## src/rtl/dwx_pkg.sv

```systemverilog
package dwx_pkg;

  localparam logic [3:0] OP_NOP         = 4'd0;
  localparam logic [3:0] OP_RESTORE_ONE = 4'd1;
  localparam logic [3:0] OP_SAVE_ONE    = 4'd2;
  localparam logic [3:0] OP_USER_WR     = 4'd3;
  localparam logic [3:0] OP_SHR_ONE     = 4'd4;
  localparam logic [3:0] OP_SHR_BOTH    = 4'd5;
  localparam logic [3:0] OP_DEC_ONE     = 4'd6;
  localparam logic [3:0] OP_DEC_BOTH    = 4'd7;
  localparam logic [3:0] OP_RESTORE_ALL = 4'd8;
  localparam logic [3:0] OP_READ_SAVED  = 4'd9;
  localparam logic [3:0] OP_READ_WIPER  = 4'd10;
  localparam logic [3:0] OP_LOAD_ONE    = 4'd11;
  localparam logic [3:0] OP_SHL_ONE     = 4'd12;
  localparam logic [3:0] OP_SHL_BOTH    = 4'd13;
  localparam logic [3:0] OP_INC_ONE     = 4'd14;
  localparam logic [3:0] OP_INC_BOTH    = 4'd15;

  typedef enum logic [2:0] {
    WK_HOLD, WK_LOAD, WK_RESTORE, WK_INC, WK_DEC, WK_SHL, WK_SHR
  } wk_e;

  typedef enum logic [1:0] {BZ_NONE, BZ_STORE, BZ_REFRESH, BZ_READ} bz_e;

  typedef enum logic [1:0] {RS_NONE, RS_WIPER, RS_SAVED, RS_USER} rs_e;

  typedef struct packed {
    logic            reject;
    wk_e [1:0]       kind;
    logic [1:0]      save;
    logic            user_we;
    bz_e             busy;
    rs_e             rsrc;
  } dec_t;

endpackage

```

## src/rtl/cmd_decode.sv

```systemverilog
module cmd_decode
  import dwx_pkg::*;
#(
  parameter int SEL_W      = 5,
  parameter int USER_BYTES = 26
) (
  input  logic [3:0]       op,
  input  logic [SEL_W-1:0] sel,
  input  logic             wp_n,
  output dec_t             dec
);

  logic single_ok, user_ok;
  logic one, prot, bad, save_one;
  wk_e  kone, kall;

  assign single_ok = int'(sel) < 2;
  assign user_ok   = (int'(sel) >= 2) && (int'(sel) < 2 + USER_BYTES);

  always_comb begin
    dec      = '0;
    kone     = WK_HOLD;
    kall     = WK_HOLD;
    one      = 1'b0;
    prot     = 1'b0;
    bad      = 1'b0;
    save_one = 1'b0;
    case (op)
      OP_RESTORE_ONE: begin one = 1'b1; kone = WK_RESTORE; end
      OP_SAVE_ONE:    begin one = 1'b1; prot = 1'b1; save_one = 1'b1; dec.busy = BZ_STORE; end
      OP_USER_WR:     begin prot = 1'b1; dec.user_we = 1'b1; dec.busy = BZ_STORE; bad = !user_ok; end
      OP_SHR_ONE:     begin one = 1'b1; prot = 1'b1; kone = WK_SHR; end
      OP_SHR_BOTH:    begin prot = 1'b1; kall = WK_SHR; end
      OP_DEC_ONE:     begin one = 1'b1; prot = 1'b1; kone = WK_DEC; end
      OP_DEC_BOTH:    begin prot = 1'b1; kall = WK_DEC; end
      OP_RESTORE_ALL: begin kall = WK_RESTORE; dec.busy = BZ_REFRESH; end
      OP_READ_SAVED: begin
        dec.busy = BZ_READ;
        if (single_ok)    dec.rsrc = RS_SAVED;
        else if (user_ok) dec.rsrc = RS_USER;
        else              bad = 1'b1;
      end
      OP_READ_WIPER:  begin one = 1'b1; dec.busy = BZ_READ; dec.rsrc = RS_WIPER; end
      OP_LOAD_ONE:    begin one = 1'b1; prot = 1'b1; kone = WK_LOAD; end
      OP_SHL_ONE:     begin one = 1'b1; prot = 1'b1; kone = WK_SHL; end
      OP_SHL_BOTH:    begin prot = 1'b1; kall = WK_SHL; end
      OP_INC_ONE:     begin one = 1'b1; prot = 1'b1; kone = WK_INC; end
      OP_INC_BOTH:    begin prot = 1'b1; kall = WK_INC; end
      default: ;
    endcase
    if (one && !single_ok) bad = 1'b1;
    for (int i = 0; i < 2; i++) begin
      dec.kind[i] = (one && sel[0] == i[0]) ? kone : kall;
      dec.save[i] = save_one && (sel[0] == i[0]);
    end
    if (bad || (prot && !wp_n)) begin
      dec        = '0;
      dec.reject = 1'b1;
    end
  end

endmodule

```

## src/rtl/wiper_channel.sv

```systemverilog
module wiper_channel
  import dwx_pkg::*;
#(
  parameter int W = 10
) (
  input  logic         clk,
  input  logic         rst,
  input  wk_e          kind,
  input  logic [W-1:0] data,
  input  logic         save,
  output logic [W-1:0] code,
  output logic [W-1:0] saved_code
);

  localparam logic [W-1:0] MID = W'(1) << (W - 1);
  localparam logic [W-1:0] TOP = {W{1'b1}};

  logic [W-1:0] code_q, sav_q, nxt;

  always_comb begin
    case (kind)
      WK_LOAD:    nxt = data;
      WK_RESTORE: nxt = sav_q;
      WK_INC:     nxt = (code_q == TOP) ? TOP : code_q + W'(1);
      WK_DEC:     nxt = (code_q == '0) ? '0 : code_q - W'(1);
      WK_SHL:     nxt = code_q[W-1] ? TOP : {code_q[W-2:0], 1'b0};
      WK_SHR:     nxt = {1'b0, code_q[W-1:1]};
      default:    nxt = code_q;
    endcase
  end

  always_ff @(posedge clk) begin
    if (rst) begin
      code_q <= MID;
      sav_q  <= MID;
    end else begin
      code_q <= nxt;
      if (save) sav_q <= code_q;
    end
  end

  assign code       = code_q;
  assign saved_code = sav_q;

  AST_SHL_SAT: assert property (@(posedge clk) disable iff (rst)
    (kind == WK_SHL && code_q[W-1]) |=> (code_q == TOP));
  AST_DEC_FLOOR: assert property (@(posedge clk) disable iff (rst)
    (kind == WK_DEC && code_q == '0) |=> (code_q == '0));

endmodule

```

## src/rtl/busy_timer.sv

```systemverilog
module busy_timer
  import dwx_pkg::*;
#(
  parameter int STORE_CYC   = 4_000_000,
  parameter int REFRESH_CYC = 200_000,
  parameter int READ_CYC    = 20_000
) (
  input  logic clk,
  input  logic rst,
  input  logic start,
  input  bz_e  kind,
  output logic busy,
  output logic fin
);

  localparam int MAXC  = (STORE_CYC > REFRESH_CYC) ?
                         ((STORE_CYC > READ_CYC) ? STORE_CYC : READ_CYC) :
                         ((REFRESH_CYC > READ_CYC) ? REFRESH_CYC : READ_CYC);
  localparam int CNT_W = $clog2(MAXC + 1);

  logic [CNT_W-1:0] cnt, load;
  logic             busy_q;

  always_comb begin
    case (kind)
      BZ_STORE:   load = CNT_W'(STORE_CYC - 1);
      BZ_REFRESH: load = CNT_W'(REFRESH_CYC - 1);
      BZ_READ:    load = CNT_W'(READ_CYC - 1);
      default:    load = '0;
    endcase
  end

  always_ff @(posedge clk) begin
    if (rst) begin
      busy_q <= 1'b1;
      cnt    <= CNT_W'(REFRESH_CYC - 1);
    end else if (start) begin
      busy_q <= 1'b1;
      cnt    <= load;
    end else if (busy_q) begin
      if (cnt == '0) busy_q <= 1'b0;
      else           cnt    <= cnt - CNT_W'(1);
    end
  end

  assign busy = busy_q;
  assign fin  = busy_q && (cnt == '0);

  AST_START_BUSY: assert property (@(posedge clk) disable iff (rst)
    (start && kind != BZ_NONE) |=> busy);

endmodule

```

## src/rtl/dual_wiper_exec.sv

```systemverilog
module dual_wiper_exec
  import dwx_pkg::*;
#(
  parameter int CODE_W      = 10,
  parameter int SEL_W       = 5,
  parameter int CMD_W       = 24,
  parameter int USER_BYTES  = 26,
  parameter int STORE_CYC   = 4_000_000,
  parameter int REFRESH_CYC = 200_000,
  parameter int READ_CYC    = 20_000
) (
  input  logic              clk,
  input  logic              rst,
  input  logic              cmd_valid,
  input  logic [CMD_W-1:0]  cmd_word,
  input  logic              wp_n,
  input  logic              preset,
  output logic              rdy,
  output logic [CODE_W-1:0] wiper_a,
  output logic [CODE_W-1:0] wiper_b,
  output logic              rd_valid,
  output logic [CODE_W-1:0] rd_data,
  output logic              cmd_err
);

  localparam int UIDX_W = $clog2(USER_BYTES);

  logic [3:0]        op;
  logic [SEL_W-1:0]  sel, uoff;
  logic [CODE_W-1:0] data;
  logic [UIDX_W-1:0] uidx;
  dec_t              dec;
  logic              busy, fin, preset_q, preset_rise, accept, reject_now, rd_pend;
  logic [CODE_W-1:0] wip [2];
  logic [CODE_W-1:0] sav [2];
  logic [7:0]        umem [USER_BYTES];

  assign op   = cmd_word[CMD_W-1 -: 4];
  assign sel  = cmd_word[CMD_W-5 -: SEL_W];
  assign data = cmd_word[CODE_W-1:0];
  assign uoff = sel - SEL_W'(2);
  assign uidx = uoff[UIDX_W-1:0];

  cmd_decode #(.SEL_W(SEL_W), .USER_BYTES(USER_BYTES)) u_dec (
    .op(op), .sel(sel), .wp_n(wp_n), .dec(dec)
  );

  assign preset_rise = preset && !preset_q;
  assign accept      = cmd_valid && !busy && !preset_rise && !dec.reject;
  assign reject_now  = cmd_valid && (busy || preset_rise || dec.reject);

  busy_timer #(.STORE_CYC(STORE_CYC), .REFRESH_CYC(REFRESH_CYC), .READ_CYC(READ_CYC)) u_tmr (
    .clk(clk), .rst(rst),
    .start(preset_rise || (accept && dec.busy != BZ_NONE)),
    .kind(preset_rise ? BZ_REFRESH : dec.busy),
    .busy(busy), .fin(fin)
  );

  for (genvar g = 0; g < 2; g++) begin : g_ch
    wk_e kind_g;
    always_comb begin
      if (preset_rise)  kind_g = WK_RESTORE;
      else if (accept)  kind_g = dec.kind[g];
      else              kind_g = WK_HOLD;
    end
    wiper_channel #(.W(CODE_W)) u_ch (
      .clk(clk), .rst(rst), .kind(kind_g), .data(data),
      .save(accept && dec.save[g]),
      .code(wip[g]), .saved_code(sav[g])
    );
  end

  always_ff @(posedge clk) begin
    if (accept && dec.user_we) umem[uidx] <= data[7:0];
  end

  always_ff @(posedge clk) begin
    if (rst) begin
      preset_q <= 1'b1;
      cmd_err  <= 1'b0;
      rd_valid <= 1'b0;
      rd_pend  <= 1'b0;
      rd_data  <= '0;
    end else begin
      preset_q <= preset;
      cmd_err  <= reject_now;
      rd_valid <= 1'b0;
      if (preset_rise) begin
        rd_pend <= 1'b0;
      end else if (accept && dec.rsrc != RS_NONE) begin
        rd_pend <= 1'b1;
        case (dec.rsrc)
          RS_WIPER: rd_data <= wip[sel[0]];
          RS_SAVED: rd_data <= sav[sel[0]];
          default:  rd_data <= CODE_W'(umem[uidx]);
        endcase
      end else if (fin && rd_pend) begin
        rd_valid <= 1'b1;
        rd_pend  <= 1'b0;
      end
    end
  end

  assign rdy     = !busy;
  assign wiper_a = wip[0];
  assign wiper_b = wip[1];

  AST_BUSY_FREEZE: assert property (@(posedge clk) disable iff (rst)
    (!rdy && !preset_rise) |=> ($stable(wiper_a) && $stable(wiper_b)));
  AST_REJECT_FLAG: assert property (@(posedge clk) disable iff (rst)
    (cmd_valid && !rdy) |=> cmd_err);
  AST_WP_GUARD: assert property (@(posedge clk) disable iff (rst)
    (cmd_valid && rdy && !wp_n && !preset_rise && op != OP_RESTORE_ONE && op != OP_RESTORE_ALL)
    |=> ($stable(wiper_a) && $stable(wiper_b)));
  AST_INC_CEIL: assert property (@(posedge clk) disable iff (rst)
    (cmd_valid && rdy && wp_n && !preset_rise && op == OP_INC_BOTH && wiper_a == {CODE_W{1'b1}})
    |=> (wiper_a == {CODE_W{1'b1}}));
  AST_SHR_FLOOR: assert property (@(posedge clk) disable iff (rst)
    (cmd_valid && rdy && wp_n && !preset_rise && op == OP_SHR_BOTH && wiper_b <= CODE_W'(1))
    |=> (wiper_b == '0));
  AST_RD_ON_RISE: assert property (@(posedge clk) disable iff (rst)
    rd_valid |-> $rose(rdy));
  AST_PRESET_BUSY: assert property (@(posedge clk) disable iff (rst)
    preset_rise |=> !rdy);

endmodule

```

## config.mk

```make
export PLATFORM = sky130hd
export DESIGN_NAME = dual_wiper_exec
export DESIGN_NICKNAME = d
export VERILOG_FILES = /design/src/rtl/dwx_pkg.sv /design/src/rtl/cmd_decode.sv /design/src/rtl/wiper_channel.sv /design/src/rtl/busy_timer.sv /design/src/rtl/dual_wiper_exec.sv
export SDC_FILE = /design/constraint.sdc
export NUM_CORES = 1
export LEC_CHECK = 0
export ABC_AREA = 1
export BUFFER_PORTS_ARGS = -buffer_cell sky130_fd_sc_hd__buf_4
export CAP_MARGIN = 20
export CORE_MARGIN = 2
export CORE_UTILIZATION = 42
export DETAILED_ROUTE_END_ITERATION = 6
export MAX_ROUTING_LAYER = met4
export PLACE_DENSITY = 0.54
export SKIP_LAST_GASP = 1
export SLEW_MARGIN = 20
export SYNTH_ARGS = -nofsm -noshare
export SYNTH_HDL_FRONTEND = slang
export SYNTH_SLANG_ARGS = --single-unit
```

## constraint.sdc

```tcl
create_clock -name clk -period 3.3 [get_ports clk]
set_input_delay 0.33 -clock clk [delete_from_list [all_inputs] [get_ports clk]]
set_output_delay 0.33 -clock clk [all_outputs]
set_load 0.01 [all_outputs]
```

==> impl_metrics.csv <==
group,metric,value,unit
die,die-area,35300,sq um
cells_and_area,layout.nets,1705,
route,dr.pass1.iters,5,
sta,setup_tns,0,ns
setup_path,crit_path_start_kind,"input port",
cells_and_area,utilization,0.494,
pwr,finalPower,8.29,mW
clock_tree,cts_root_buf,"clkbuf_16",
logic_synthesis,ys_top_cells_by_area,"edfxtp_1 (44%), dfxtp_1 (11%), nand2_1 (9.2%)",
setup_path,crit_chain,"dlygate4sd3_1, buf_4, inv_1, nor2_2, nor2_4, nand4_4, nor3_1, nand2_1, nor2_1, buf_4",
sta,clock_skew,0.0131,ns
worst_hold_path,hold_depth,3,
die,num_io_pins,62,
placed_design,dp.cells,2075,
clock_tree,clk_latency,0.59,ns
sta,finalCritPeriodShare,0.811,
logic_synthesis,synth_top_area_frac,0.440,
setup_path,critPathKind,"in -> reg",
flow_run,maxCapViolCount,0,
global_routing,grt_pass1_vias,11139,
worst_hold_path,hold_class,"in -> reg",
logic_synthesis,ys.flop_type,"edfxtp_1",
logic_synthesis,ys_types,56,
route,wl,41900,um
die,core-area,33400,sq um
setup_path,r2r_slack,0.71,ns
logic_synthesis,synthesis.nets,1619,
setup_path,cp.arrival,2.96,ns
setup_path,path_buf_inv,4,
route,dr_total_vias,11551,
global_routing,overflow,0,
cells_and_area,final_cell_mix,"nand2_1 (348), edfxtp_1 (208), nor2_1 (203), inv_1 (126), buf_4 (111)",
placed_design,portBuffers,56,
cells_and_area,fill_cells,3207,
sta,rsz0062_at_grt,"false",
clock_tree,cts_inserted_buffers,31,
placed_design,dp_hpwl,28400,um
die,fp-row-count,67,
logic_synthesis,seq_area_frac_synth,0.549,
logic_synthesis,synth_async_sr_flop_share,0,
logic_synthesis,synth-warning-count,0,
pwr,power_per_cell_area,503,nW/um^2
global_routing,antenna_found_initial,0,
clock_tree,clk_pin_slew_worst_paths,0.06,ns
placed_design,post-place-ws,0.246,ns
pwr,peakVddDrop,474,uV
sta,final_hold_viol_count,0,
placed_design,place_congestion,0.889,
global_routing,grt_pass1_wl,64500,um
die,start_util,0.425,
logic_synthesis,syn-cell-area,14200,sq um
sta,slew_headroom,0.424,
logic_synthesis,synthCells,1575,
clock_tree,htreeDepth,1,
logic_synthesis,synth_seq_cells,285,
sta,timing.final.ws_setup,0.625,ns
setup_path,slowest_delay,0.57,ns
cells_and_area,antenna_cells,0,
cells_and_area,multi_input_area,5610,sq um
die,dieHeight,188,um
logic_synthesis,avgSynthCellArea,9.01,sq um
sta,drv_slew,0,
clock_tree,cts_tree,"built",
setup_path,crit_family,"simple AND/OR/NAND/NOR gates",
sta,fmax,374,MHz
cells_and_area,final_common_cell,"nand2_1",
cells_and_area,area_delta_synth_final,16.1,%
route,vias_per_cell,5.42,
logic_synthesis,synth_edf_count,208,
clock_tree,clock_path_buffers,3,
route,postRouteAntennaNets,0,
cells_and_area,drive_above_1_share,0.139,
global_routing,grtUsageTotal,0.242,
cells_and_area,stdcell_count,2133,
route,drc,0,
setup_path,slowest_stage,"nor3_1",
setup_path,crit_path_end_kind,"register",
die,fp.dieW,188,um
pwr,power.leakage,6.29,nW
sta,setup_violations,0,
sta,tightest_slew,0.862,ns
route,wl_per_cell,19.6,um
logic_synthesis,synth.largest_area_cell,"edfxtp_1",
sta,fin_crit,2.68,ns
setup_path,worstPathRequired,3.59,ns
setup_path,reg2reg_depth,8,
setup_path,critical_path_depth,10,
status,status,"complete, no violations",
cells_and_area,seqCellArea,7790,sq um
setup_path,cpMostUsedCell,"buf_4",
clock_tree,clock_sinks,285,
global_routing,grt_max_degree,51,
route,drt_iter0_markers,706,
setup_path,crit_fanout,10,
==> metal layers <==
metal | part of all wire | wire [um] | vias to the layer above | GRT usage
li1 | - | - | 5632 | -
met1 | 0.44 | 18400 | 5561 | 0.307
met2 | 0.49 | 20500 | 289 | 0.413
met3 | 0.042 | 1760 | 69 | 0.0271
met4 | 0.027 | 1150 | 0 | 0.0669
met5 | 0 | 0 | - | -
==> tightest hold or removal path: stages <==
cell and delay [ns]:
buf_4 0.09, o311ai_0 0.11, inv_1 0.06
==> registers in the layout (all words and copies together), names as in the netlist, 10 cells and up <==
signal	count
g_ch.u_ch.code	20
g_ch.u_ch.saved_code	20
rd_data	10
u_tmr.cnt	22
umem	208
==> worst paths after layout <==
| path | from | endpoint |
|---|---|---|
| min reg2reg | rd_data[9] | rd_data[9] |
| max | preset | umem[17][2] |
| min | cmd_valid | cmd_err |
| max reg2reg | u_tmr.busy | umem[17][2] |
==> area by class of cell <==
cell class                 count  share of cell area
inverter                     144              0.0330
multi-input combinational   1085               0.341
clock buffer                  37              0.0485
timing repair buffer         114              0.0536
tap                          448              0.0340
sequential                   285               0.473
clock inverter                20              0.0174
==> where the power goes <==
part / internal, mW / switching [mW]
sequential: 3.85 / 0.0340
clock: 2.27 / 1.46
combinational: 0.202 / 0.477
==> stage by stage <==
| stage | instance area (sq um) | hold WS, ns |
|---|---|---|
| final | 16500 | 0.0402 |
| after global routing | 16500 | 0.0657 |
| after CTS | 16500 | 0.0147 |
| after detailed placement | 15400 | 0.477 |
| after global placement | 15400 | 0.462 |
| after floorplan | 14200 | 0.429 |
==> synth_stat cells, types with 6 or more instances <==
| cell type | number |
|---|---|
| nand2_1 | 348 |
| edfxtp_1 | 208 |
| nor2_1 | 206 |
| inv_1 | 126 |
| a21oi_1 | 79 |
| dfxtp_1 | 77 |
| nand3_1 | 69 |
| o21ai_0 | 67 |
| clkbuf_1 | 44 |
| nand4_1 | 44 |
| a22oi_1 | 41 |
| xor2_1 | 26 |
| nor3_1 | 25 |
| a221oi_1 | 22 |
| o211ai_1 | 20 |
| ha_1 | 15 |
| inv_2 | 15 |
| a31oi_1 | 13 |
| o21ai_1 | 13 |
| or2_2 | 11 |
| buf_2 | 10 |
| nand2_2 | 9 |
| nor2_2 | 8 |
| nor2_4 | 8 |
| o22ai_1 | 7 |
| and3_1 | 6 |
| o32ai_1 | 6 |
==> what timing repair did <==
| item | in CTS | in global routing |
|---|---|---|
| gates resized for setup | 0 | 0 |
| hold buffers | 1 | 0 |
| buffers inserted | 0 | 0 |
| hold endpoints to repair | 1 | 0 |
==> kinds of logic (layout without fill, tap and decap cells) <==
logic type	after synthesis	after routing	share of synthesized area
AO/OA/AOI/OAI	283	283	0.125
XOR/XNOR	30	30	0.0191
adder cells (fa/ha/maj)	15	15	0.0132
buffers and inverters	205	315	0.0572
flip-flops	285	285	0.549
AND/OR/NAND/NOR	757	757	0.237
Power figures use the tool's default switching activity.
